**src/rtl/mbr_node_pkg.sv**
```systemverilog
package mbr_node_pkg;

  parameter int COORD_W = 16;

  typedef struct packed {
    logic [COORD_W-1:0] lowX;
    logic [COORD_W-1:0] lowY;
    logic [COORD_W-1:0] highX;
    logic [COORD_W-1:0] highY;
  } rect_t;

  // strobes from control to datapath
  typedef struct packed {
    logic wrSlot;   // write the selected slot
    logic wrMark;   // new occupancy of that slot
    logic wrLeaf;   // update the leaf flag
    logic leafVal;  // new leaf flag
    logic cmp;      // capture the comparison results
  } strobe_t;

endpackage

```
**src/rtl/mbr_node_ctrl.sv**
```systemverilog
module mbr_node_ctrl
  import mbr_node_pkg::*;
#(
  parameter int SLOT_N = 4,
  parameter int IDX_W  = 2
) (
  input  logic              clk,
  input  logic              rstN,
  input  logic              loadValid,
  input  logic [IDX_W-1:0]  loadIdx,
  input  logic              loadMark,
  input  logic              leafWr,
  input  logic              leafIn,
  input  logic              queryValid,
  output strobe_t           stb,
  output logic [SLOT_N-1:0] slotSel,
  output logic              resultValid
);

  // one-hot decode of the slot number; numbers past the last slot select nothing
  always_comb begin
    slotSel = '0;
    for (int k = 0; k < SLOT_N; k++) begin
      slotSel[k] = (loadIdx == IDX_W'(k));
    end
  end

  always_comb begin
    stb.wrSlot  = loadValid;
    stb.wrMark  = loadMark;
    stb.wrLeaf  = leafWr;
    stb.leafVal = leafIn;
    stb.cmp     = queryValid;
  end

  always_ff @(posedge clk or negedge rstN) begin
    if (!rstN) resultValid <= 1'b0;
    else       resultValid <= queryValid;
  end

  AST_RESULT_AFTER_QUERY: assert property (@(posedge clk) disable iff (!rstN)
    queryValid |=> resultValid);
  AST_NO_RESULT_UNASKED: assert property (@(posedge clk) disable iff (!rstN)
    !queryValid |=> !resultValid);
  AST_SINGLE_SLOT_WRITE: assert property (@(posedge clk) disable iff (!rstN)
    $onehot0(slotSel));

endmodule

```
**src/rtl/mbr_node_dp.sv**
```systemverilog
module mbr_node_dp
  import mbr_node_pkg::*;
#(
  parameter int SLOT_N = 4,
  parameter int PTR_W  = 16
) (
  input  logic                    clk,
  input  logic                    rstN,
  input  strobe_t                 stb,
  input  logic [SLOT_N-1:0]       slotSel,
  input  rect_t                   loadRect,
  input  logic [PTR_W-1:0]        loadPtr,
  input  rect_t                   queryRect,
  output logic [SLOT_N-1:0]       hitVec,
  output logic [SLOT_N*PTR_W-1:0] ptrVec,
  output logic                    resultLeaf
);

  logic                    leafFlag;
  logic [SLOT_N-1:0]       hitNow;
  logic [SLOT_N-1:0]       slotValid;
  logic [SLOT_N*PTR_W-1:0] ptrNow;

  always_ff @(posedge clk or negedge rstN) begin
    if (!rstN)           leafFlag <= 1'b0;
    else if (stb.wrLeaf) leafFlag <= stb.leafVal;
  end

  for (genvar k = 0; k < SLOT_N; k++) begin : g_slot
    rect_t            slotRect;
    logic [PTR_W-1:0] slotPtr;

    always_ff @(posedge clk or negedge rstN) begin
      if (!rstN) begin
        slotValid[k] <= 1'b0;
        slotRect     <= '0;
        slotPtr      <= '0;
      end else if (stb.wrSlot && slotSel[k]) begin
        slotValid[k] <= stb.wrMark;
        slotRect     <= loadRect;
        slotPtr      <= loadPtr;
      end
    end

    // inclusive interval test on both axes
    always_comb begin
      hitNow[k] = slotValid[k]
                && (queryRect.lowX  <= slotRect.highX)
                && (queryRect.highX >= slotRect.lowX)
                && (queryRect.lowY  <= slotRect.highY)
                && (queryRect.highY >= slotRect.lowY);
    end
    assign ptrNow[k*PTR_W +: PTR_W] = slotPtr;

    AST_EMPTY_SLOT_SILENT: assert property (@(posedge clk) disable iff (!rstN)
      (stb.cmp && !slotValid[k]) |=> !hitVec[k]);
  end

  // result group is captured only on a query, from pre-load slot state
  always_ff @(posedge clk or negedge rstN) begin
    if (!rstN) begin
      hitVec     <= '0;
      ptrVec     <= '0;
      resultLeaf <= 1'b0;
    end else if (stb.cmp) begin
      hitVec     <= hitNow;
      ptrVec     <= ptrNow;
      resultLeaf <= leafFlag;
    end
  end

  AST_RESULT_HOLDS: assert property (@(posedge clk) disable iff (!rstN)
    !stb.cmp |=> ($stable(hitVec) && $stable(ptrVec) && $stable(resultLeaf)));
  AST_LEAF_RETURNED: assert property (@(posedge clk) disable iff (!rstN)
    stb.cmp |=> (resultLeaf == $past(leafFlag)));

endmodule

```
**src/rtl/mbr_overlap_node.sv**
```systemverilog
module mbr_overlap_node
  import mbr_node_pkg::*;
#(
  parameter int SLOTS_X = 2,
  parameter int SLOTS_Y = 2,
  parameter int PTR_W   = 16,
  localparam int SLOT_N = SLOTS_X * SLOTS_Y,
  localparam int IDX_W  = (SLOT_N > 1) ? $clog2(SLOT_N) : 1
) (
  input  logic                    clk,
  input  logic                    rstN,
  input  logic                    loadValid,
  input  logic [IDX_W-1:0]        loadIdx,
  input  logic                    loadMark,
  input  logic [COORD_W-1:0]      loadLowX,
  input  logic [COORD_W-1:0]      loadLowY,
  input  logic [COORD_W-1:0]      loadHighX,
  input  logic [COORD_W-1:0]      loadHighY,
  input  logic [PTR_W-1:0]        loadPtr,
  input  logic                    leafWr,
  input  logic                    leafIn,
  input  logic                    queryValid,
  input  logic [COORD_W-1:0]      queryLowX,
  input  logic [COORD_W-1:0]      queryLowY,
  input  logic [COORD_W-1:0]      queryHighX,
  input  logic [COORD_W-1:0]      queryHighY,
  output logic                    resultValid,
  output logic [SLOT_N-1:0]       hitVec,
  output logic [SLOT_N*PTR_W-1:0] ptrVec,
  output logic                    resultLeaf
);

  strobe_t           stb;
  logic [SLOT_N-1:0] slotSel;
  rect_t             loadRect;
  rect_t             queryRect;

  assign loadRect  = '{lowX: loadLowX, lowY: loadLowY, highX: loadHighX, highY: loadHighY};
  assign queryRect = '{lowX: queryLowX, lowY: queryLowY, highX: queryHighX, highY: queryHighY};

  mbr_node_ctrl #(.SLOT_N(SLOT_N), .IDX_W(IDX_W)) ctrl_i (
    .clk(clk), .rstN(rstN), .loadValid(loadValid), .loadIdx(loadIdx),
    .loadMark(loadMark), .leafWr(leafWr), .leafIn(leafIn),
    .queryValid(queryValid), .stb(stb), .slotSel(slotSel),
    .resultValid(resultValid)
  );

  mbr_node_dp #(.SLOT_N(SLOT_N), .PTR_W(PTR_W)) dp_i (
    .clk(clk), .rstN(rstN), .stb(stb), .slotSel(slotSel),
    .loadRect(loadRect), .loadPtr(loadPtr), .queryRect(queryRect),
    .hitVec(hitVec), .ptrVec(ptrVec), .resultLeaf(resultLeaf)
  );

endmodule

```
**config.mk**
```make
export PLATFORM = sky130hd
export DESIGN_NAME = mbr_overlap_node
export DESIGN_NICKNAME = d
export VERILOG_FILES = /design/src/rtl/mbr_node_pkg.sv /design/src/rtl/mbr_node_ctrl.sv /design/src/rtl/mbr_node_dp.sv /design/src/rtl/mbr_overlap_node.sv
export SDC_FILE = /design/constraint.sdc
export NUM_CORES = 1
export LEC_CHECK = 0
export BUFFER_PORTS_ARGS = -buffer_cell sky130_fd_sc_hd__buf_2
export CORE_ASPECT_RATIO = 1.5
export CORE_MARGIN = 2
export CORE_UTILIZATION = 30
export CTS_BUF_LIST = sky130_fd_sc_hd__clkbuf_2
export DETAILED_ROUTE_END_ITERATION = 12
export GPL_ROUTABILITY_DRIVEN = 0
export SYNTH_ARGS = -nofsm -noshare
export SYNTH_HDL_FRONTEND = slang
export SYNTH_SLANG_ARGS = --single-unit
```
**constraint.sdc**
```tcl
create_clock -name clk -period 2.5 [get_ports clk]
set_clock_uncertainty 0.2 [all_clocks]
set_input_delay 0.375 -clock clk [delete_from_list [all_inputs] [get_ports clk]]
set_output_delay 0.375 -clock clk [all_outputs]
set_load 0.02 [all_outputs]
```
==> flow_summary_export.csv, run 1 <==
group,metric,value,unit
route,detailedRoute.firstIterationViolations,569,
timing,final_hold_viol_count,0,
global_route,vias_in_the_first_global_route,17700,
route,postRouteAntennaNets,0,
clock_tree,cts_max_level,3,
logic_synthesis,post_synth_inst_count,1778,
critical_path,timing.critical_path.max_delay_family,"buffers and inverters",
global_route,gr-usage-met1,0.171,
cells_and_area,design.final.nets,2819,
critical_path,launch_point_of_the_worst_path,"loadValid",
logic_synthesis,synth-edff-count,0,
clock_tree,cts_buffers,99,
place,detailed_place_hpwl,41200,um
timing,grt_setup_unrepaired,"yes",
logic_synthesis,netlist-cell-type-count,43,
critical_path,slowest_delay,600,ps
clock_tree,ctsLongestPathBuffers,3,
clock_tree,clockRootBuffer,"clkbuf_2",
logic_synthesis,post_synthesis_register_bit_count,395,
logic_synthesis,synthDominantCellAreaShare,0.477,
die,die_area,71200,um2
timing,max_slew_margin,0.623,
timing,setup_violations,1,
logic_synthesis,netlist.top_cell.by_area,"dfrtp_1",
timing,layout_worst_path_cycle_share,1.01,
logic_synthesis,dominantRegCellSynth,"dfrtp_1",
timing,fin_crit,2520,ps
critical_path,critical_path.n_buffers_inverters,6,
cells_and_area,drive_above_1_share,0.342,
critical_path,crit_chain,"dlygate4sd3_1 > buf_2 > dlygate4sd3_1 > nand3b_1 > dlygate4sd3_1 > buf_6 > dlygate4sd3_1 > mux2_2",
critical_path,arrival,3380,ps
run_status,run_status,"complete, but fails checks",
clock_tree,clk-insertion-delay-late,1170,ps
global_route,global_route.usage.met3,0.0364,
timing,maxSlewViolCount,0,
route,drcViolationCount,0,
critical_path,end_kind,"flop",
critical_path,worst_ep_required_time,3350,ps
critical_path,start_kind,"input port",
clock_tree,tritoncts,"built",
logic_synthesis,mappedNetlistNets,2187,
critical_path,timing.critical_path.fanout_max,8,
critical_path,r2r_start,"dp_i.g_slot[1].slotRect[37]",
cells_and_area,syn2layout_area_growth,34.1,%
logic_synthesis,yosysMostFrequentCell,"dfrtp_1",
route,detailroute.via_count,15800,
die,die-width,219,um
place,pre_cts_ws,-464,ps
global_route,global_route.usage.met2,0.311,
route,wl_per_cell,17.7,um
global_route,maximum_number_of_pins_on_one_net_before_global_route_repair,66,
worst_hold_path,worstHoldStart,"queryHighX[2]",
die,chipHeight,326,um
power,irDropWorstVdd,0.415,mV
die,boundaryPins,223,
die,start_util,0.302,
logic_synthesis,syn-cell-area,20700,um2
route,routed_via_density,4.67,
run,cap_violations,0,
global_route,grt_util_all_layers,0.165,
route,firstDrtPassIters,4,
logic_synthesis,synth.top_cells.by_count,"dfrtp_1, mux2_2, ha_1",
global_route,global_route_wire_length_before_repair,92200,um
critical_path,critical_path.most_common_cell,"dlygate4sd3_1",
die,core-area,68700,um2
critical_path,path_class,"in2reg",
global_route,initial_antenna_violation_count,10,
die,std_cell_rows,118,
worst_hold_path,worst_hold_path_type,"in2reg",
logic_synthesis,post_synth_main_area_contributors,"dfrtp_1, mux2_2, ha_1",
power,leakage,13.4,nW
logic_synthesis,asyncSetResetFlopFracSynth,1.00,
global_route,global_route.peak_usage_layer,"met2",
timing,fmaxAchievable,396,MHz
logic_synthesis,seq_area_frac_synth,0.477,
run_status,violations,"negative setup slack",
route,detail_route.wirelength,59700,um
clock_tree,cts.sinks,395,
timing,worst_slack,-24.4,ps
power,power.density_cell_area,666,nW/um2
cells_and_area,finish.utilization,0.405,
timing,worst_slew_pin_slew,560,ps
critical_path,worst_path_max_delay_cell,"dlygate4sd3_1",
logic_synthesis,avg_cell_area_syn,11.6,um2
global_route,gr_ovfl_total,0,
place,port-buffer-count,222,
clock_tree,clk_pin_slew,110,ps
logic_synthesis,yosys_warnings,0,
## worst min-delay path: stages
cell and delay [ps]:
buf_2 120, buf_4 130, ha_1 240, a31oi_1 130
nor4_1 70, nor3_1 160, o31a_1 240, o41ai_2 100
## cells by family after synthesis
kind of cell	after synthesis	share of synthesized area
fa+ha+maj	256	0.155
simple gates	235	0.0543
flops	395	0.477
mux	330	0.179
buf+inv	301	0.0559
compound gates	261	0.0783
## final cells by class
| type | instances | area, um2 |
|---|---|---|
| fill | 6672 | 40900 |
| multi-input combinational | 1082 | 10100 |
| sequential | 395 | 9880 |
| timing repair buffer | 580 | 4870 |
| tap | 900 | 1130 |
| inverter | 252 | 946 |
| clock buffer | 138 | 691 |
| clock inverter | 26 | 203 |
| antenna | 3 | 7.51 |
## layer usage
layer	wire (um)	vias to the layer above
met2	32300	324
li1	-	7544
met1	22300	7736
met4	2060	14
met5	87	-
met3	2900	139
## power by group
part	switching [W]	internal [W]	total, W
combinational	0.00288	0.00287	0.00575
sequential	0.000599	0.00761	0.00820
clock	0.00273	0.00181	0.00453
## cell usage in the layout (no fill, tap or decap), types with 4 or more instances in the layout
master and count:
a31oi_1 4, o21ai_1 6, clkinv_2 4, a21o_1 26, a211o_1 4, buf_4 68, a221oi_2 10, a21oi_1 75
nor3_1 9, a2111oi_4 8, nand2_1 110, inv_2 5, ha_1 245, buf_2 201, clkbuf_2 138, nor3b_1 4
and4_1 5, clkinv_1 15, ha_4 9, nand3_1 19, buf_12 12, a211oi_1 5, nand2b_1 7, o21ai_0 84
a22oi_1 7, mux2_2 330, nor3_2 4, o211ai_1 6, dlygate4sd3_1 268, buf_6 24, dfrtp_1 395, nor4_1 7
nand4_1 32, inv_1 247, nor2_1 25
## metrics by stage
step	power, W	cells	instance area, um2	hold slack, ps	TNS [ps]
2_1_floorplan	0.0113	1778	20700	-121	0
4_1_cts	0.0187	3364	27400	0.0565	-162
3_5_place_dp	0.0133	2925	23500	166	-1140
6_report	0.0185	3376	27800	219	-24.4
3_3_place_gp	0.0131	2925	23500	165	-1240
5_1_grt	0.0199	3376	27800	124	-170
## sequential cells by signal, indices dropped and copies added (netlist names)
| signal | flops |
|---|---|
| ctrl_i.resultValid | 1 |
| dp_i.g_slot.slotPtr | 64 |
| dp_i.g_slot.slotRect | 256 |
| dp_i.hitVec | 4 |
| dp_i.leafFlag | 1 |
| dp_i.ptrVec | 64 |
| dp_i.resultLeaf | 1 |
| dp_i.slotValid | 4 |
## what timing repair did
| action | CTS | global route |
|---|---|---|
| endpoints found under the setup margin | 25 | 15 |
| endpoints found under the hold margin | 790 | 0 |
| gates cloned | 0 | 4 |
| resized for setup | 66 | 41 |
| pin swaps | 12 | 24 |
| hold buffers | 272 | 0 |
| buffers inserted | 4 | 7 |
## worst paths after layout
| kind | slack, ps | cells after the start | end |
|---|---|---|---|
| min in group asynchronous | 720 | 5 | dp_i.g_slot[3].slotRect[53] |
| setup / recovery | -20 | 8 | dp_i.g_slot[2].slotRect[33] |
| setup reg to reg | 20 | 9 | dp_i.hitVec[1] |
| hold / removal | 220 | 8 | dp_i.hitVec[0] |
| hold reg to reg | 300 | 2 | dp_i.hitVec[1] |
| max in group asynchronous | 670 | 6 | dp_i.g_slot[3].slotRect[43] |
No activity file was read; power rests on OpenSTA's default activity.
==> inputs of run 2 (changes only) <==
--- a/config.mk
+++ b/config.mk
@@ -8,10 +8,11 @@
 export BUFFER_PORTS_ARGS = -buffer_cell sky130_fd_sc_hd__buf_2
 export CORE_ASPECT_RATIO = 1.5
 export CORE_MARGIN = 2
-export CORE_UTILIZATION = 30
+export CORE_UTILIZATION = 50
 export CTS_BUF_LIST = sky130_fd_sc_hd__clkbuf_2
 export DETAILED_ROUTE_END_ITERATION = 12
 export GPL_ROUTABILITY_DRIVEN = 0
+export PLACE_DENSITY = 0.7
 export SYNTH_ARGS = -nofsm -noshare
 export SYNTH_HDL_FRONTEND = slang
 export SYNTH_SLANG_ARGS = --single-unit
==> run 2 against run 1 <==
The run still ends with negative setup slack left; non-clock buffer count down 98; sequential cell count unchanged; sequential share of layout area up 2.2 points; worst setup slack better by 9.0 ps; die area down 39%; first-iteration DRC count down 9.1%; routed wire length down 11%; clock power down 1%; largest cell class unchanged.
==> flow_summary_export.csv, run 2 (same netlist as run 1, synthesis figures left out) <==
group,metric,value,unit
timing,worst_slack,-15.4,ps
cells_and_area,design.final.nets,2718,
cells_and_area,layout.area.seq,9880,um2
die,chipHeight,253,um
critical_path,timing.critical_path.max_delay_family,"compound AO/OA/AOI/OAI gates",
route,detailedRoute.firstIterationViolations,517,
critical_path,start_kind,"flop",
place,detailed_place_hpwl,36100,um
clock_tree,cts.sinks,395,
run_status,violations,"negative setup slack",
route,postRouteAntennaNets,0,
critical_path,critical_path.most_common_cell,"a221oi_2",
critical_path,end_kind,"flop",
power,total_power,0.0181,W
timing,final_hold_viol_count,0,
timing,fmaxAchievable,398,MHz
die,std_cell_rows,91,
power,power.sequential.fraction,0.453,
timing,layout_worst_path_cycle_share,1.01,
die,start_util,0.505,
clock_tree,tritoncts,"built",
power,power_report.internal_total,0.0120,W
clock_tree,clockRootBuffer,"clkbuf_2",
route,firstDrtPassIters,5,
route,detailroute.via_count,15600,
run,cap_violations,0,
die,core-area,41000,um2
global_route,gr_ovfl_total,0,
timing,maxSlewViolCount,0,
global_route,initial_antenna_violation_count,8,
cells_and_area,largestRegisters,"dp_i.g_slot.slotRect (256), dp_i.g_slot.slotPtr (64), dp_i.ptrVec (64)",
cells_and_area,drive_above_1_share,0.332,
timing,worst_slew_pin_slew,903,ps
cells_and_area,fill_cells,3227,
cells_and_area,area_used_by_multi_input_combinational_logic,9950,um2
power,leakage,12.9,nW
clock_tree,clk_pin_slew,110,ps
die,die_area,43100,um2
clock_tree,ctsLongestPathBuffers,3,
global_route,grt_util_all_layers,0.250,
global_route,maximum_number_of_pins_on_one_net_before_global_route_repair,71,
power,irDropWorstVdd,0.586,mV
die,boundaryPins,223,
cells_and_area,number_of_flip_flops_under_the_largest_register_name,256,
clock_tree,cts_buffers,96,
critical_path,critical_path.n_buffers_inverters,1,
run_status,run_status,"complete, but fails checks",
timing,setup_violations,2,
worst_hold_path,worst_hold_path_type,"in2reg",
clock_tree,clk-insertion-delay-late,1040,ps
critical_path,worst_ep_required_time,3160,ps
timing,max_slew_margin,0.398,
cells_and_area,syn2layout_area_growth,26.3,%
global_route,global_route_wire_length_before_repair,84800,um
timing,fin_crit,2520,ps
route,wl_per_cell,18.4,um
cells_and_area,layout.cells.most_common,"dfrtp_1",
place,port-buffer-count,222,
die,die-width,170,um
route,detail_route.wirelength,53300,um
place,detailed_place.area,22800,um2
critical_path,timing.critical_path.fanout_max,2,
power,clock_power_share,0.248,
power,switching_share,0.337,
critical_path,crit_chain,"inv_1 > ha_1 > a2111oi_2 > nor3_1 > a221oi_2 > o21ai_1 > a221oi_2 > o41ai_2",
critical_path,worst_path_max_delay_cell,"a2111oi_2",
power,switching_power,0.00608,W
route,drcViolationCount,0,
cells_and_area,layout.cells.most_common_list,"dfrtp_1, mux2_2, ha_1",
critical_path,arrival,3170,ps
power,pwr-share-comb,0.299,
cells_and_area,cell_area_after_layout,26200,um2
power,power.density_cell_area,690,nW/um2
clock_tree,cts_max_level,3,
critical_path,path_class,"reg2reg",
timing,grt_setup_unrepaired,"yes",
cells_and_area,registers.top_by_ff_count,"dp_i.g_slot.slotRect",
global_route,vias_in_the_first_global_route,17100,
critical_path,slowest_delay,410,ps
route,routed_via_density,5.37,
## run 2: final timing paths
check	start	endpoint	slack, ps	depth (start not counted)
max	dp_i.g_slot[3].slotRect[35]	dp_i.hitVec[3]	-20	8
min	queryHighY[7]	dp_i.hitVec[2]	110	6
max reg2reg	dp_i.g_slot[3].slotRect[35]	dp_i.hitVec[3]	-20	8
min reg2reg	dp_i.g_slot[3].slotPtr[7]	dp_i.ptrVec[55]	290	1
max in group asynchronous	rstN	dp_i.g_slot[3].slotRect[60]	1100	5
min in group asynchronous	rstN	dp_i.g_slot[0].slotRect[63]	310	4
## run 2: routing by layer
layer	share of wire	global-route usage
met3	0.054	0.0606
met1	0.38	0.268
met5	0.00081	0
met4	0.037	0.115
met2	0.53	0.458
## run 2: through the flow
stage,hold WS [ps],setup TNS (ps),utilization,instances,setup slack (ps)
finish,110,-30.5,0.638,2899,-15.4
global route,107,-354,0.638,2899,-142
floorplan,-121,0,-,1778,314
global placement,124,-732,0.555,2504,-328
CTS,0.403,0,0.632,2893,3.01
detailed placement,124,-968,0.555,2504,-394
## run 2: cell type report
type	count	share of cell area
antenna	5	0.000478
clock buffer	134	0.0256
clock inverter	38	0.00966
inverter	252	0.0362
multi-input combinational	1082	0.381
sequential	395	0.378
tap	511	0.0244
timing repair buffer	482	0.145
## run 2: worst reg2reg max path, stage by stage, from the launching register on
cell and delay [ps]:
dfrtp_1 400, inv_1 120, ha_1 270, a2111oi_2 410, nor3_1 110, a221oi_2 290
o21ai_1 130, a221oi_2 320, o41ai_2 110
## run 2: power groups by stage
stage | registers, W | clock network [W] | logic (W)
floorplan | 0.00847 | 0 | 0.00286
CTS | 0.00817 | 0.00467 | 0.00522
global route | 0.00834 | 0.00497 | 0.00598
global placement | 0.00823 | 0 | 0.00463
detailed placement | 0.00830 | 0 | 0.00483
finish | 0.00818 | 0.00448 | 0.00539
## run 2: repair_timing
item,4_1_cts,5_1_grt
hold endpoints to repair,737,0
setup buffers,0,1
hold buffers,217,0
pin swaps,2,13
endpoints found under the setup margin,4,4
resized for setup,18,33
==> inputs of run 3 (changes only) <==
--- a/config.mk
+++ b/config.mk
@@ -10,9 +10,11 @@
 export CORE_MARGIN = 2
 export CORE_UTILIZATION = 50
 export CTS_BUF_LIST = sky130_fd_sc_hd__clkbuf_2
+export CTS_CLUSTER_DIAMETER = 60
 export DETAILED_ROUTE_END_ITERATION = 12
 export GPL_ROUTABILITY_DRIVEN = 0
 export PLACE_DENSITY = 0.7
+export SETUP_SLACK_MARGIN = 0.1
 export SYNTH_ARGS = -nofsm -noshare
 export SYNTH_HDL_FRONTEND = slang
 export SYNTH_SLANG_ARGS = --single-unit
==> run 3 against run 2 <==
The run still ends with negative setup slack left; global-route usage grew 0.074 points; worst setup slack improved by 4.5 ps; via count grew 0.42%; sequential power barely moved; clock-buffer cell count is the same; cell area is 1.0% higher; total power rose by 1.1%; utilization increased by 0.65 points; combinational power grew 3%; fmax rose by 0.18%; register-to-register slack is essentially flat; clock power hardly changed; critical endpoint is now dp_i.hitVec[2]; highest routed layer unchanged.
==> flow_summary_export.csv, run 3 (same netlist as run 1, synthesis figures left out) <==
group,metric,value,unit
clock_tree,ctsLongestPathBuffers,3,
cells_and_area,design.final.nets,2721,
timing,max_slew_margin,0.399,
critical_path,worst-r2r-cell-count,8,
route,firstDrtPassIters,6,
timing,setup_violations,1,
power,leakage,12.9,nW
route,detailedRoute.firstIterationViolations,589,
worst_hold_path,worst_hold_path_endpoint,"dp_i.hitVec[2]",
route,wl_per_cell,18.8,um
clock_tree,tritoncts,"built",
route,drcViolationCount,0,
global_route,initial_antenna_violation_count,8,
timing,grt_setup_unrepaired,"yes",
critical_path,path_class,"reg2reg",
die,core-area,41000,um2
critical_path,critical_path.most_common_cell,"a221oi_2",
route,detail_route.wirelength,54500,um
critical_path,worst_ep_required_time,3170,ps
die,std_cell_rows,91,
place,detailed_place.area,22800,um2
die,boundaryPins,223,
route,postRouteAntennaNets,0,
cells_and_area,layout.cells.most_common,"dfrtp_1",
clock_tree,cts_max_level,3,
timing,worst_slack,-10.8,ps
timing,timing.setup.tns,-10.8,ps
clock_tree,clockRootBuffer,"clkbuf_2",
global_route,gr_ovfl_total,0,
critical_path,crit_chain,"inv_1 > ha_1 > a2111oi_4 > nor3_2 > a221oi_2 > o21ai_2 > a221oi_2 > o41ai_2",
timing,fin_crit,2510,ps
timing,final_hold_viol_count,0,
global_route,maximum_number_of_pins_on_one_net_before_global_route_repair,71,
route,detailroute.via_count,15600,
place,dpl.cell_count,2504,
worst_hold_path,worstHoldStart,"queryHighY[7]",
clock_tree,cts_buffers,96,
cells_and_area,largestRegisters,"dp_i.g_slot.slotRect (256), dp_i.g_slot.slotPtr (64), dp_i.ptrVec (64)",
cells_and_area,cell_area_after_layout,26400,um2
power,total_power,0.0183,W
critical_path,arrival,3180,ps
power,power.density_cell_area,691,nW/um2
place,pre_cts_ws,-394,ps
power,irDropWorstVdd,0.587,mV
place,port-buffer-count,222,
timing,worst_slew_pin_slew,901,ps
clock_tree,clk-insertion-delay-late,1070,ps
cells_and_area,number_of_flip_flops_under_the_largest_register_name,256,
run,cap_violations,0,
cells_and_area,layout.cells.most_common_list,"dfrtp_1, mux2_2, inv_1",
critical_path,worst_path_max_delay_cell,"a221oi_2",
worst_hold_path,worstHoldPathCells,6,
run_status,run_status,"complete, but fails checks",
critical_path,r2r_slack,-10,ps
route,routed_via_density,5.39,
cells_and_area,drive_above_1_share,0.343,
clock_tree,cts.sinks,395,
critical_path,slowest_delay,440,ps
critical_path,end_kind,"flop",
critical_path,r2r_start,"dp_i.g_slot[2].slotRect[35]",
die,die_area,43100,um2
clock_tree,clk_pin_slew,100,ps
critical_path,start_kind,"flop",
critical_path,crit-reg2reg-capture,"dp_i.hitVec[2]",
critical_path,timing.critical_path.fanout_max,2,
cells_and_area,syn2layout_area_growth,27.6,%
place,detailed_place_hpwl,36100,um
global_route,grt_util_all_layers,0.251,
critical_path,timing.critical_path.max_delay_family,"compound AO/OA/AOI/OAI gates",
cells_and_area,stdcell_count,2902,
timing,fmaxAchievable,398,MHz
critical_path,critical_path.n_buffers_inverters,1,
worst_hold_path,worst_hold_path_type,"in2reg",
timing,maxSlewViolCount,0,
global_route,vias_in_the_first_global_route,17200,
cells_and_area,registers.top_by_ff_count,"dp_i.g_slot.slotRect",
die,start_util,0.505,
timing,layout_worst_path_cycle_share,1.00,
cells_and_area,fill_cells,3178,
run_status,violations,"negative setup slack",
global_route,global_route_wire_length_before_repair,85000,um
die,die-width,170,um
die,chipHeight,253,um
[run 3: cell type report]
cell class | instances | area (um2) | share of cell area
Multi-Input combinational cell | 1082 | 10200 | 0.385
Sequential cell | 395 | 9880 | 0.374
Timing Repair Buffer | 485 | 3830 | 0.145
Inverter | 252 | 946 | 0.0358
Clock buffer | 134 | 671 | 0.0254
Tap cell | 511 | 639 | 0.0242
Clock inverter | 38 | 253 | 0.00957
Antenna cell | 5 | 12.5 | 0.000474
[run 3: how the worst max path moves through the flow]
stage / slack, ps / startpoint / end / cells past startpoint
2_1_floorplan: 310 / queryHighY[5] / dp_i.hitVec[0] / 7
3_3_place_gp: -330 / queryHighX[0] / dp_i.hitVec[2] / 9
3_5_place_dp: -390 / queryHighY[5] / dp_i.hitVec[2] / 8
4_1_cts: 90 / dp_i.g_slot[2].slotRect[37] / dp_i.hitVec[2] / 8
5_1_grt: -70 / dp_i.g_slot[2].slotRect[30] / dp_i.hitVec[2] / 9
6_report: -10 / dp_i.g_slot[2].slotRect[35] / dp_i.hitVec[2] / 8
[run 3: metal layers]
| metal | track usage | share of wire | vias to the layer above | routed length (um) |
|---|---|---|---|---|
| met4 | 0.117 | 0.040 | 6 | 2160 |
| met2 | 0.460 | 0.52 | 394 | 28500 |
| met1 | 0.269 | 0.38 | 7714 | 21000 |
| met5 | 0 | 0.00079 | - | 43 |
| li1 | - | - | 7381 | - |
| met3 | 0.0585 | 0.051 | 145 | 2810 |
[run 3: report_power, final]
group,internal [W],switching (W),total [W]
combinational,0.00266,0.00290,0.00557
clock,0.00179,0.00271,0.00450
sequential,0.00760,0.000582,0.00819
total,0.0121,0.00619,0.0183
[run 3: worst register-to-register path: cells and delay by family, from the launching register on]
kind                       cells  cell delay, ps
AOI/OAI and AO/OA              5            1310
adders and majority gates      1             310
buffers and inverters          1              60
DFF                            1             370
and+or+nand+nor                1              90
[run 3: metrics by stage]
| stage | util | hold slack [ps] |
|---|---|---|
| 3_5_place_dp | 0.555 | 124 |
| 4_1_cts | 0.635 | 0.403 |
| 2_1_floorplan | - | -121 |
| 3_3_place_gp | 0.555 | 124 |
| 6_report | 0.645 | 136 |
| 5_1_grt | 0.645 | 93.8 |
[run 3: what timing repair did]
action	in CTS	in global routing
endpoints found under the hold margin	737	0
endpoints found under the setup margin	4	7
setup buffers	1	1
pin swaps	14	32
hold buffers	218	0
cloned	0	1
gates resized for setup	37	54
